### src/rtl/irq_prio_pkg.sv
package irq_prio_pkg;
  localparam int unsigned NSRC  = 15;
  localparam int unsigned IDXW  = 4;
  // sources with their own event register (not cleared by acknowledge)
  localparam logic [NSRC-1:0] MULTI_EVT = 15'h02F4;
  localparam logic [IDXW-1:0] IDX_NONE  = 4'hF;
  localparam logic [2:0]      LVL_INT   = 3'd4;
endpackage

### src/rtl/irq_ext_decode.sv
module irq_ext_decode (
  input  logic       clk_i,
  input  logic       rst_ni,
  input  logic       dedicated_mode_i,
  input  logic [2:0] ext_ipl_ni,
  input  logic       ded_irq7_ni,
  input  logic       ded_irq6_ni,
  input  logic       ded_irq1_ni,
  output logic [2:0] lvl_o
);
  localparam int unsigned SW = 6;
  logic [SW-1:0] raw, s1_q, s2_q;
  logic [2:0]    enc_lvl;

  assign raw = {ded_irq1_ni, ded_irq6_ni, ded_irq7_ni, ext_ipl_ni};

  always_ff @(posedge clk_i or negedge rst_ni) begin
    if (!rst_ni) begin
      s1_q <= '1;
      s2_q <= '1;
    end else begin
      s1_q <= raw;
      s2_q <= s1_q;
    end
  end

  always_comb begin
    enc_lvl = 3'd7 - s2_q[2:0];
    if (enc_lvl == 3'd4) enc_lvl = 3'd0;  // level 4 reserved for internal
    if (!dedicated_mode_i)  lvl_o = enc_lvl;
    else if (!s2_q[3])      lvl_o = 3'd7;
    else if (!s2_q[4])      lvl_o = 3'd6;
    else if (!s2_q[5])      lvl_o = 3'd1;
    else                    lvl_o = 3'd0;
  end
endmodule

### src/rtl/irq_int_arb.sv
module irq_int_arb
  import irq_prio_pkg::*;
#(
  parameter int unsigned N_SRC = NSRC,
  parameter int unsigned IDX_W = IDXW,
  parameter logic [N_SRC-1:0] MULTI = MULTI_EVT
) (
  input  logic             clk_i,
  input  logic             rst_ni,
  input  logic [N_SRC-1:0] req_i,
  input  logic [N_SRC-1:0] mask_i,
  input  logic [N_SRC-1:0] clr_i,
  output logic [N_SRC-1:0] pend_o,
  output logic [N_SRC-1:0] act_o,
  output logic [IDX_W-1:0] sel_o
);
  localparam logic [IDX_W-1:0] NONE = {IDX_W{1'b1}};

  for (genvar g = 0; g < N_SRC; g++) begin : g_src
    if (MULTI[g]) begin : g_multi
      assign pend_o[g] = req_i[g];
    end else begin : g_single
      logic bit_q;
      always_ff @(posedge clk_i or negedge rst_ni) begin
        if (!rst_ni)       bit_q <= 1'b0;
        else if (req_i[g]) bit_q <= 1'b1;
        else if (clr_i[g]) bit_q <= 1'b0;
      end
      assign pend_o[g] = bit_q;
    end
  end

  assign act_o = pend_o & ~mask_i;

  always_comb begin
    sel_o = NONE;
    for (int i = N_SRC - 1; i >= 0; i--) begin
      if (act_o[i]) sel_o = IDX_W'(i);
    end
  end
endmodule

### src/rtl/irq_prio_ctrl.sv
module irq_prio_ctrl
  import irq_prio_pkg::*;
#(
  parameter int unsigned N_SRC = NSRC,
  parameter int unsigned IDX_W = IDXW
) (
  input  logic             clk_i,
  input  logic             rst_ni,
  input  logic             dedicated_mode_i,
  input  logic [2:0]       ext_ipl_ni,
  input  logic             ded_irq7_ni,
  input  logic             ded_irq6_ni,
  input  logic             ded_irq1_ni,
  input  logic [N_SRC-1:0] int_req_i,
  input  logic [N_SRC-1:0] int_mask_i,
  input  logic             iack_i,
  input  logic [2:0]       iack_level_i,
  output logic [2:0]       ipl_no,
  output logic [IDX_W-1:0] iack_idx_o
);
  localparam logic [IDX_W-1:0] NONE = {IDX_W{1'b1}};

  logic [2:0]       ext_lvl, win_lvl;
  logic [N_SRC-1:0] pend, act, clr;
  logic [IDX_W-1:0] sel_idx;
  logic             ack4;

  irq_ext_decode u_ext (
    .clk_i            (clk_i),
    .rst_ni           (rst_ni),
    .dedicated_mode_i (dedicated_mode_i),
    .ext_ipl_ni       (ext_ipl_ni),
    .ded_irq7_ni      (ded_irq7_ni),
    .ded_irq6_ni      (ded_irq6_ni),
    .ded_irq1_ni      (ded_irq1_ni),
    .lvl_o            (ext_lvl)
  );

  irq_int_arb #(.N_SRC(N_SRC), .IDX_W(IDX_W)) u_arb (
    .clk_i  (clk_i),
    .rst_ni (rst_ni),
    .req_i  (int_req_i),
    .mask_i (int_mask_i),
    .clr_i  (clr),
    .pend_o (pend),
    .act_o  (act),
    .sel_o  (sel_idx)
  );

  assign ack4 = iack_i && (iack_level_i == LVL_INT);

  always_comb begin
    clr = '0;
    if (ack4 && sel_idx != NONE) clr[sel_idx] = 1'b1;
  end

  assign win_lvl = (|act && ext_lvl < LVL_INT) ? LVL_INT : ext_lvl;

  always_ff @(posedge clk_i or negedge rst_ni) begin
    if (!rst_ni) begin
      ipl_no     <= 3'b111;
      iack_idx_o <= NONE;
    end else begin
      ipl_no <= 3'd7 - win_lvl;
      if (ack4) iack_idx_o <= sel_idx;
    end
  end
endmodule

### config.mk
export PLATFORM = sky130hd
export DESIGN_NAME = irq_prio_ctrl
export DESIGN_NICKNAME = d
export VERILOG_FILES = /design/src/rtl/irq_prio_pkg.sv /design/src/rtl/irq_ext_decode.sv /design/src/rtl/irq_int_arb.sv /design/src/rtl/irq_prio_ctrl.sv
export SDC_FILE = /design/constraint.sdc
export NUM_CORES = 1
export LEC_CHECK = 0
export CORE_ASPECT_RATIO = 1.2
export CORE_MARGIN = 2
export CORE_UTILIZATION = 40
export DETAILED_ROUTE_END_ITERATION = 10
export DONT_BUFFER_PORTS = 1
export PLACE_DENSITY_LB_ADDON = 0.15
export SETUP_SLACK_MARGIN = 0.4
export SYNTH_ARGS = -nofsm -noshare
export SYNTH_HDL_FRONTEND = slang
export SYNTH_SLANG_ARGS = --single-unit
### constraint.sdc
create_clock -name clk_i -period 2.3 [get_ports clk_i]
set_clock_uncertainty 0.1 [all_clocks]
set_input_delay 0.46 -clock clk_i [delete_from_list [all_inputs] [get_ports clk_i]]
set_output_delay 0.46 -clock clk_i [all_outputs]
set_load 0.05 [all_outputs]
## Word level (Yosys, flattened, before mapping)

Cells that the tools add are included.
W data, S select, Z words.

| word-level totals | value |
|---|---|
| flip-flop bits (word level) | 28 |
| bits of input ports | 43 |
| output and inout port bits | 7 |
| word-level logic and storage cells | 79 |

| cells by class | value |
|---|---|
| add/subtract/negate cells | 2 |
| reductions and logical operators | 14 |
| magnitude comparators | 3 |
| muxes and demuxes | 42 |
| equality and inequality tests | 3 |
| bitwise logic cells | 2 |

Operators with widths:

| kind | number |
|---|---|
| $mux W4 | 8 |
| $mux W3 | 9 |
| $mux W1 | 21 |
| $reduce_bool A2 Y1 | 9 |
| $and A15 B15 Y15 | 1 |
| $mux W15 | 1 |
| $not A15 Y15 | 1 |
| $reduce_or A15 Y1 | 1 |
| $eq A3 B3 Y1 const B | 2 |
| $sub A3 B3 Y3 const A | 2 |
| $lt A4 B5 Y1 const B | 1 |
| $demux W1 S4 | 1 |
| $ge A4 B1 Y1 const B | 1 |
| $logic_and A1 B1 Y1 | 4 |
| $mux W2 | 2 |
| $ne A4 B4 Y1 const B | 1 |
| $lt A3 B3 Y1 const B | 1 |

## Logic depth before layout (Yosys ltp)

| logic depth | value |
|---|---|
| depth in word-level cells | 24 |
| depth in mapped cells | 6 |
| gate-level depth less buffers | 6 |

## Hierarchy

From an unflattened synthesis, not the netlist that was laid out.

| unflattened totals | value |
|---|---|
| cells, all modules | 149 |
| area, all modules | 1606.5 µm² |

By module, submodules not included:

| module | instances | sequential area each (µm²) | area an instance (µm²) | cells each |
|---|---|---|---|---|
| irq_int_arb | 1 | 225.2 | 725.7 | 81 |
| irq_prio_ctrl | 1 | 183.9 | 514.2 | 48 |
| irq_ext_decode | 1 | 315.3 | 366.6 | 20 |

## Worst setup path before layout

Ideal clock, no wire load.

| path | value |
|---|---|
| kind | input to register |
| from | input port int_mask_i[13] |
| to | register u_arb.g_src[3].g_single.bit_q |
| arrival time | 1.732 ns |
| setup time | 0.118 ns |
| stages | 6 |
| data required time | 2.082 ns |
| slack | 0.350 ns |
| path through | nand2b_1 -> a221o_1 -> a21oi_2 -> a21oi_2 -> or4b_1 -> a21o_1 |

| between the ends | value |
|---|---|
| cells in the longest elaborated chain, start to end | 22 |
| elaborated cells between the ends (all ways) | 25 |
| those cells by class | order compare (2); eq/ne (1); mux (17); bitwise (2); reduce/logical (3) |

RTL lines:

| element | line | text |
|---|---|---|
| from (decl) | irq_prio_ctrl.sv:15 | `input logic [N_SRC-1:0] int_mask_i,` |
| $not A15 Y15 * | irq_int_arb.sv:33 | `assign act_o = pend_o & ~mask_i;` |
| $and A15 B15 Y15 * | irq_int_arb.sv:33 |  |
| $mux W2 * (2 in series) | irq_int_arb.sv:38 | `if (act_o[i]) sel_o = IDX_W'(i);` |
| $mux W3 * (4 in series) | irq_int_arb.sv:38 |  |
| $mux W4 * (8 in series) | irq_int_arb.sv:38 |  |
| $lt A4 B5 Y1 (not written as such) / $ge A4 B1 Y1 (equally long branches) | irq_prio_ctrl.sv:54 | `if (ack4 && sel_idx != NONE) clr[sel_idx] = 1'b1;` |
| $logic_and A1 B1 Y1 (not written as such) | irq_prio_ctrl.sv:54 |  |
| $mux W1 (not written as such) | irq_prio_ctrl.sv:54 |  |
| $demux W1 S4 | irq_prio_ctrl.sv:54 |  |
| $mux W15 * | irq_prio_ctrl.sv:54 |  |
| $reduce_bool A2 Y1 (no source line) * | -- |  |
| to (signal assigned) | irq_int_arb.sv:25 | `if (!rst_ni) bit_q <= 1'b0;` |
| to (signal assigned) | irq_int_arb.sv:26 | `else if (req_i[g]) bit_q <= 1'b1;` |
| to (signal assigned) | irq_int_arb.sv:27 | `else if (clr_i[g]) bit_q <= 1'b0;` |
| to (decl) | irq_int_arb.sv:23 | `logic bit_q;` |

Every way passes the cells marked *; elsewhere a longest branch is shown, timed or not.
A chain may end at the register's enable or synchronous reset.

## Worst setup path after layout

| path | value |
|---|---|
| from | register u_arb.g_src[14].g_single.bit_q |
| to | register u_arb.g_src[3].g_single.bit_q |

| between the ends | value |
|---|---|
| cells in the longest elaborated chain, start to end | 22 |
| elaborated cells between the ends (all ways) | 25 |
| those cells by class | order compare (2); eq/ne (1); mux (18); bitwise (1); reduce/logical (3) |

RTL lines:

| element | line |
|---|---|
| from (decl) | irq_int_arb.sv:23 |
| from (signal assigned) | irq_int_arb.sv:25 |
| from (signal assigned) | irq_int_arb.sv:26 |
| from (signal assigned) | irq_int_arb.sv:27 |
| $and A15 B15 Y15 * | irq_int_arb.sv:33 |
| $mux W1 * | irq_int_arb.sv:38 |
| $mux W2 * (2 in series) | irq_int_arb.sv:38 |
| $mux W3 * (4 in series) | irq_int_arb.sv:38 |
| $mux W4 * (8 in series) | irq_int_arb.sv:38 |
| $lt A4 B5 Y1 (not written as such) / $ge A4 B1 Y1 (equally long branches) | irq_prio_ctrl.sv:54 |
| $logic_and A1 B1 Y1 (not written as such) | irq_prio_ctrl.sv:54 |
| $mux W1 (not written as such) | irq_prio_ctrl.sv:54 |
| $demux W1 S4 | irq_prio_ctrl.sv:54 |
| $mux W15 * | irq_prio_ctrl.sv:54 |
| $reduce_bool A2 Y1 (no source line) * | -- |

Marks and branches as above.

==> metrics.md <==
| Metric | Value |
|---|---|
| Status | `finished clean` |
| First-pass GRT wire length | `~4500 microns` |
| WL final | `2650 microns` |
| Final net count | `182` |
| R2R depth | `6` |
| CP top delay family | `compound AO/OA/AOI/OAI gates` |
| CP Capture Type | `register` |
| Final Critical Period | `1910 ps` |
| Core region area | `0.00308 sq mm` |
| Mux contribution to synthesized area | `0%` |
| Diode count | `0` |
| CTS Buf Count | `3` |
| Die area | `0.00373 sq mm` |
| Row count | `22` |
| Netlist cell types | `35` |
| DR vias | `~980` |
| Setup TNS | `0 ps` |
| Seq cells post-synth | `28` |
| DRT iter0 DRCs | `40` |
| DRC Markers | `0` |
| Arr. time, crit path | `2050 ps` |
| Post-synthesis average cell area | `10.5 sq um` |
| Syn_nets | `between 150 and 200` |
| Worst Hold Class | `in -> reg` |
| Post-synth top area cell | `dfstp_2` |
| Area grow syn2layout | `15.4%` |
| Htree depth | `1` |
| CP startpoint kind | `register` |
| Simple-gate portion of the synthesized area | `around a quarter` |
| Reg clk slew, reported paths | `about 140 ps` |
| Root Buffer | `clkbuf_4` |
| Routed wire per std cell | `15.2 microns` |
| Worst path cell trace | `nor2b_4 -> a221o_1 -> a21oi_2 -> a21oi_2 -> or4b_1 -> a21o_1` |
| Worst Path Max Fanout | `5` |
| RR Endpoint | `u_arb.g_src[3].g_single.bit_q` |
| Slowest CP cell | `or4b_1` |
| Compound-Gate Fraction of Synth Area | `17.2%` |
| Reg-to-reg slack, setup | `~390 ps` |
| Peak Freq | `0.523 GHz` |
| Max incr delay on CP | `460 ps` |
| Max transition margin | `77.2%` |
| Worst-Margin Slew | `341 ps` |
| Max Slew Vio Count | `0` |
| Syn Inst Count | `124` |
| IO buf count | `0` |
| Share of cells above drive strength 1 | `24.6%` |
| Most common cell after layout, fill and taps aside | `dfstp_2` |
| Largest net degree at the start of global routing | `29` |
| I/O pin total | `50` |
| DR vias/cell | `about 5.6` |
| Gpl congestion | `0.866` |
| Cell Area, Synth | `0.00130 sq mm` |
| Setup violators final | `0` |
| Synth Area in Adders | `0%` |
| Clk Latency, worst-skew pair | `about 320 ps` |
| Worst hold stages | `1` |
| Detailed Routing Iterations Pass 1 | `5` |
| Seq/Total Area, Yosys | `roughly 56%` |
| Synth Flop Type | `dfstp_2` |
| Max Cap Violations | `0` |
| Most used cell, CP | `a21oi_2` |
| Pwr per Cell Area | `614 mW/mm^2` |
| Min-delay src | `int_req_i[14]` |
| Total grt overflow | `0` |
| Initial antenna violation count | `0` |
| Number of global-route vias before repair | `between 1000 and 1500` |
| GRT Overall Usage | `15.5%` |
| Yosys Warn Count | `0` |
| Post-synth top area share | `roughly two fifths` |
| XOR/XNOR Fraction of Synth Area | `0%` |
| DRT antenna net count | `0` |
| Largest family of logic cells by synthesized area | `simple AND/OR/NAND/NOR gates` |
| Core Util, Final | `48.7%` |
| Critical path class | `reg -> reg` |
| Starting Density | `42.2%` |
| VDD IR max | `0.487 mV` |
| Hold Vio Cnt, Final | `0` |
| Period utilisation layout | `83.1%` |
| Most frequent cells in the layout | `19 x dfstp_2, 15 x nand2b_1, 11 x nand2_1` |
| Worst r2r src | `u_arb.g_src[14].g_single.bit_q` |
| Post-synth EDFFs | `0` |
| Area contributors post-synth | `dfstp_2 38%, dfrtp_1 17%, nand2b_1 7.2%, a21o_1 3.5%, nor2b_1 3.4%` |
| Hpwl dp | `2110 microns` |
| Buf+Inv Stages, Crit Path | `0` |
| Chip height | `~67 microns` |
| RSZ-0062 raised after global routing | `true` |
| Die W | `56.1 microns` |
| Pleak | `0.567 nW` |
| Number of clock sinks | `28` |
| CTS tree | `built` |
| Clk buf depth | `2` |
| WHS Endpoint | `u_arb.g_src[14].g_single.bit_q` |
| Post-synthesis async set-or-reset flop share | `100%` |
| Worst EP required | `roughly 2400 ps` |
==> metrics by stage <==
step           cells  area, sq um  hold WS [ps]  power, mW  setup WS [ps]
3_3_place_gp     160         1350          65.3      0.670            288
3_5_place_dp     160         1350          65.3      0.672            264
6_report         174         1500           112      0.923            389
5_1_grt          174         1500          99.1      0.965            324
2_1_floorplan    124         1300          64.4      0.654            350
4_1_cts          174         1490           101      0.934            366
==> cell families (layout without fill, tap and decap cells) <==
group                  after synthesis  count (layout)
AO/OA/AOI/OAI                       32              32
buffers and inverters                6              20
flip-flops                          28              28
AND/OR/NAND/NOR                     58              58
==> flip-flops by register name, indices dropped and copies added (netlist names) <==
name,count
u_arb.g_src.g_single.bit_q,9
u_ext.s1_q,6
u_ext.s2_q,6
iack_idx_o,4
ipl_no,3
==> worst reg2reg max path, delay by kind of cell, from the launching register on <==
kind | cells | cell delay, ps
simple gates | 2 | 600
flops | 1 | 410
compound gates | 4 | 710
==> report_power, final <==
| part | switching (mW) | leakage [nW] | internal, mW |
|---|---|---|---|
| Clock | 0.138 | 0.0210 | 0.0969 |
| Sequential | 0.0517 | 0.278 | 0.534 |
| Combinational | 0.0563 | 0.267 | 0.0461 |
| Total | 0.246 | 0.567 | 0.677 |
==> synth_stat cells (all sizes together) (2+ instances only) <==
master and instances:
dfstp 19, nand2b 16, nand2 11, a21oi 9, dfrtp 9, nor2 8
nor2b 8, o21ai 7, a21o 6, nand3 5, inv 4, a31oi 2
nor3 2
==> how the worst max path moves through the flow <==
stage                                    from                       endpoint  slack (ps)  cells past startpoint
3_5_place_dp                   int_mask_i[13]  u_arb.g_src[3].g_single.bit_q         260                      6
6_report       u_arb.g_src[14].g_single.bit_q  u_arb.g_src[3].g_single.bit_q         390                      6
3_3_place_gp                   int_mask_i[13]  u_arb.g_src[3].g_single.bit_q         290                      6
2_1_floorplan                  int_mask_i[13]  u_arb.g_src[3].g_single.bit_q         350                      6
5_1_grt        u_arb.g_src[14].g_single.bit_q  u_arb.g_src[3].g_single.bit_q         320                      6
4_1_cts        u_arb.g_src[14].g_single.bit_q  u_arb.g_src[3].g_single.bit_q         370                      6
==> per-layer routing <==
metal	vias to the layer above	wire, microns	global-route usage (%)
li1	472	-	-
met1	453	1020	18.0
met2	42	1390	28.7
met3	10	193	2.72
met4	0	42	5.36
met5	-	0	0
==> layout make-up <==
| cell class | instances | area (sq um) |
|---|---|---|
| Clock buffer | 4 | 36.3 |
| Fill cell | 288 | 1580 |
| Inverter | 5 | 18.8 |
| Multi-Input combinational cell | 90 | 566 |
| Sequential cell | 28 | 724 |
| Tap cell | 36 | 45.0 |
| Timing Repair Buffer | 11 | 113 |
==> timing repair <==
item / 4_1_cts / 5_1_grt
setup buffers: 2 / 0
endpoints found under the hold margin: 34 / 0
resized for setup: 0 / 2
hold buffers: 8 / 0
gates cloned: 0 / 0
setup endpoints to repair: 1 / 6
pin swaps: 3 / 1
No activity file was read; power rests on OpenSTA's default activity.
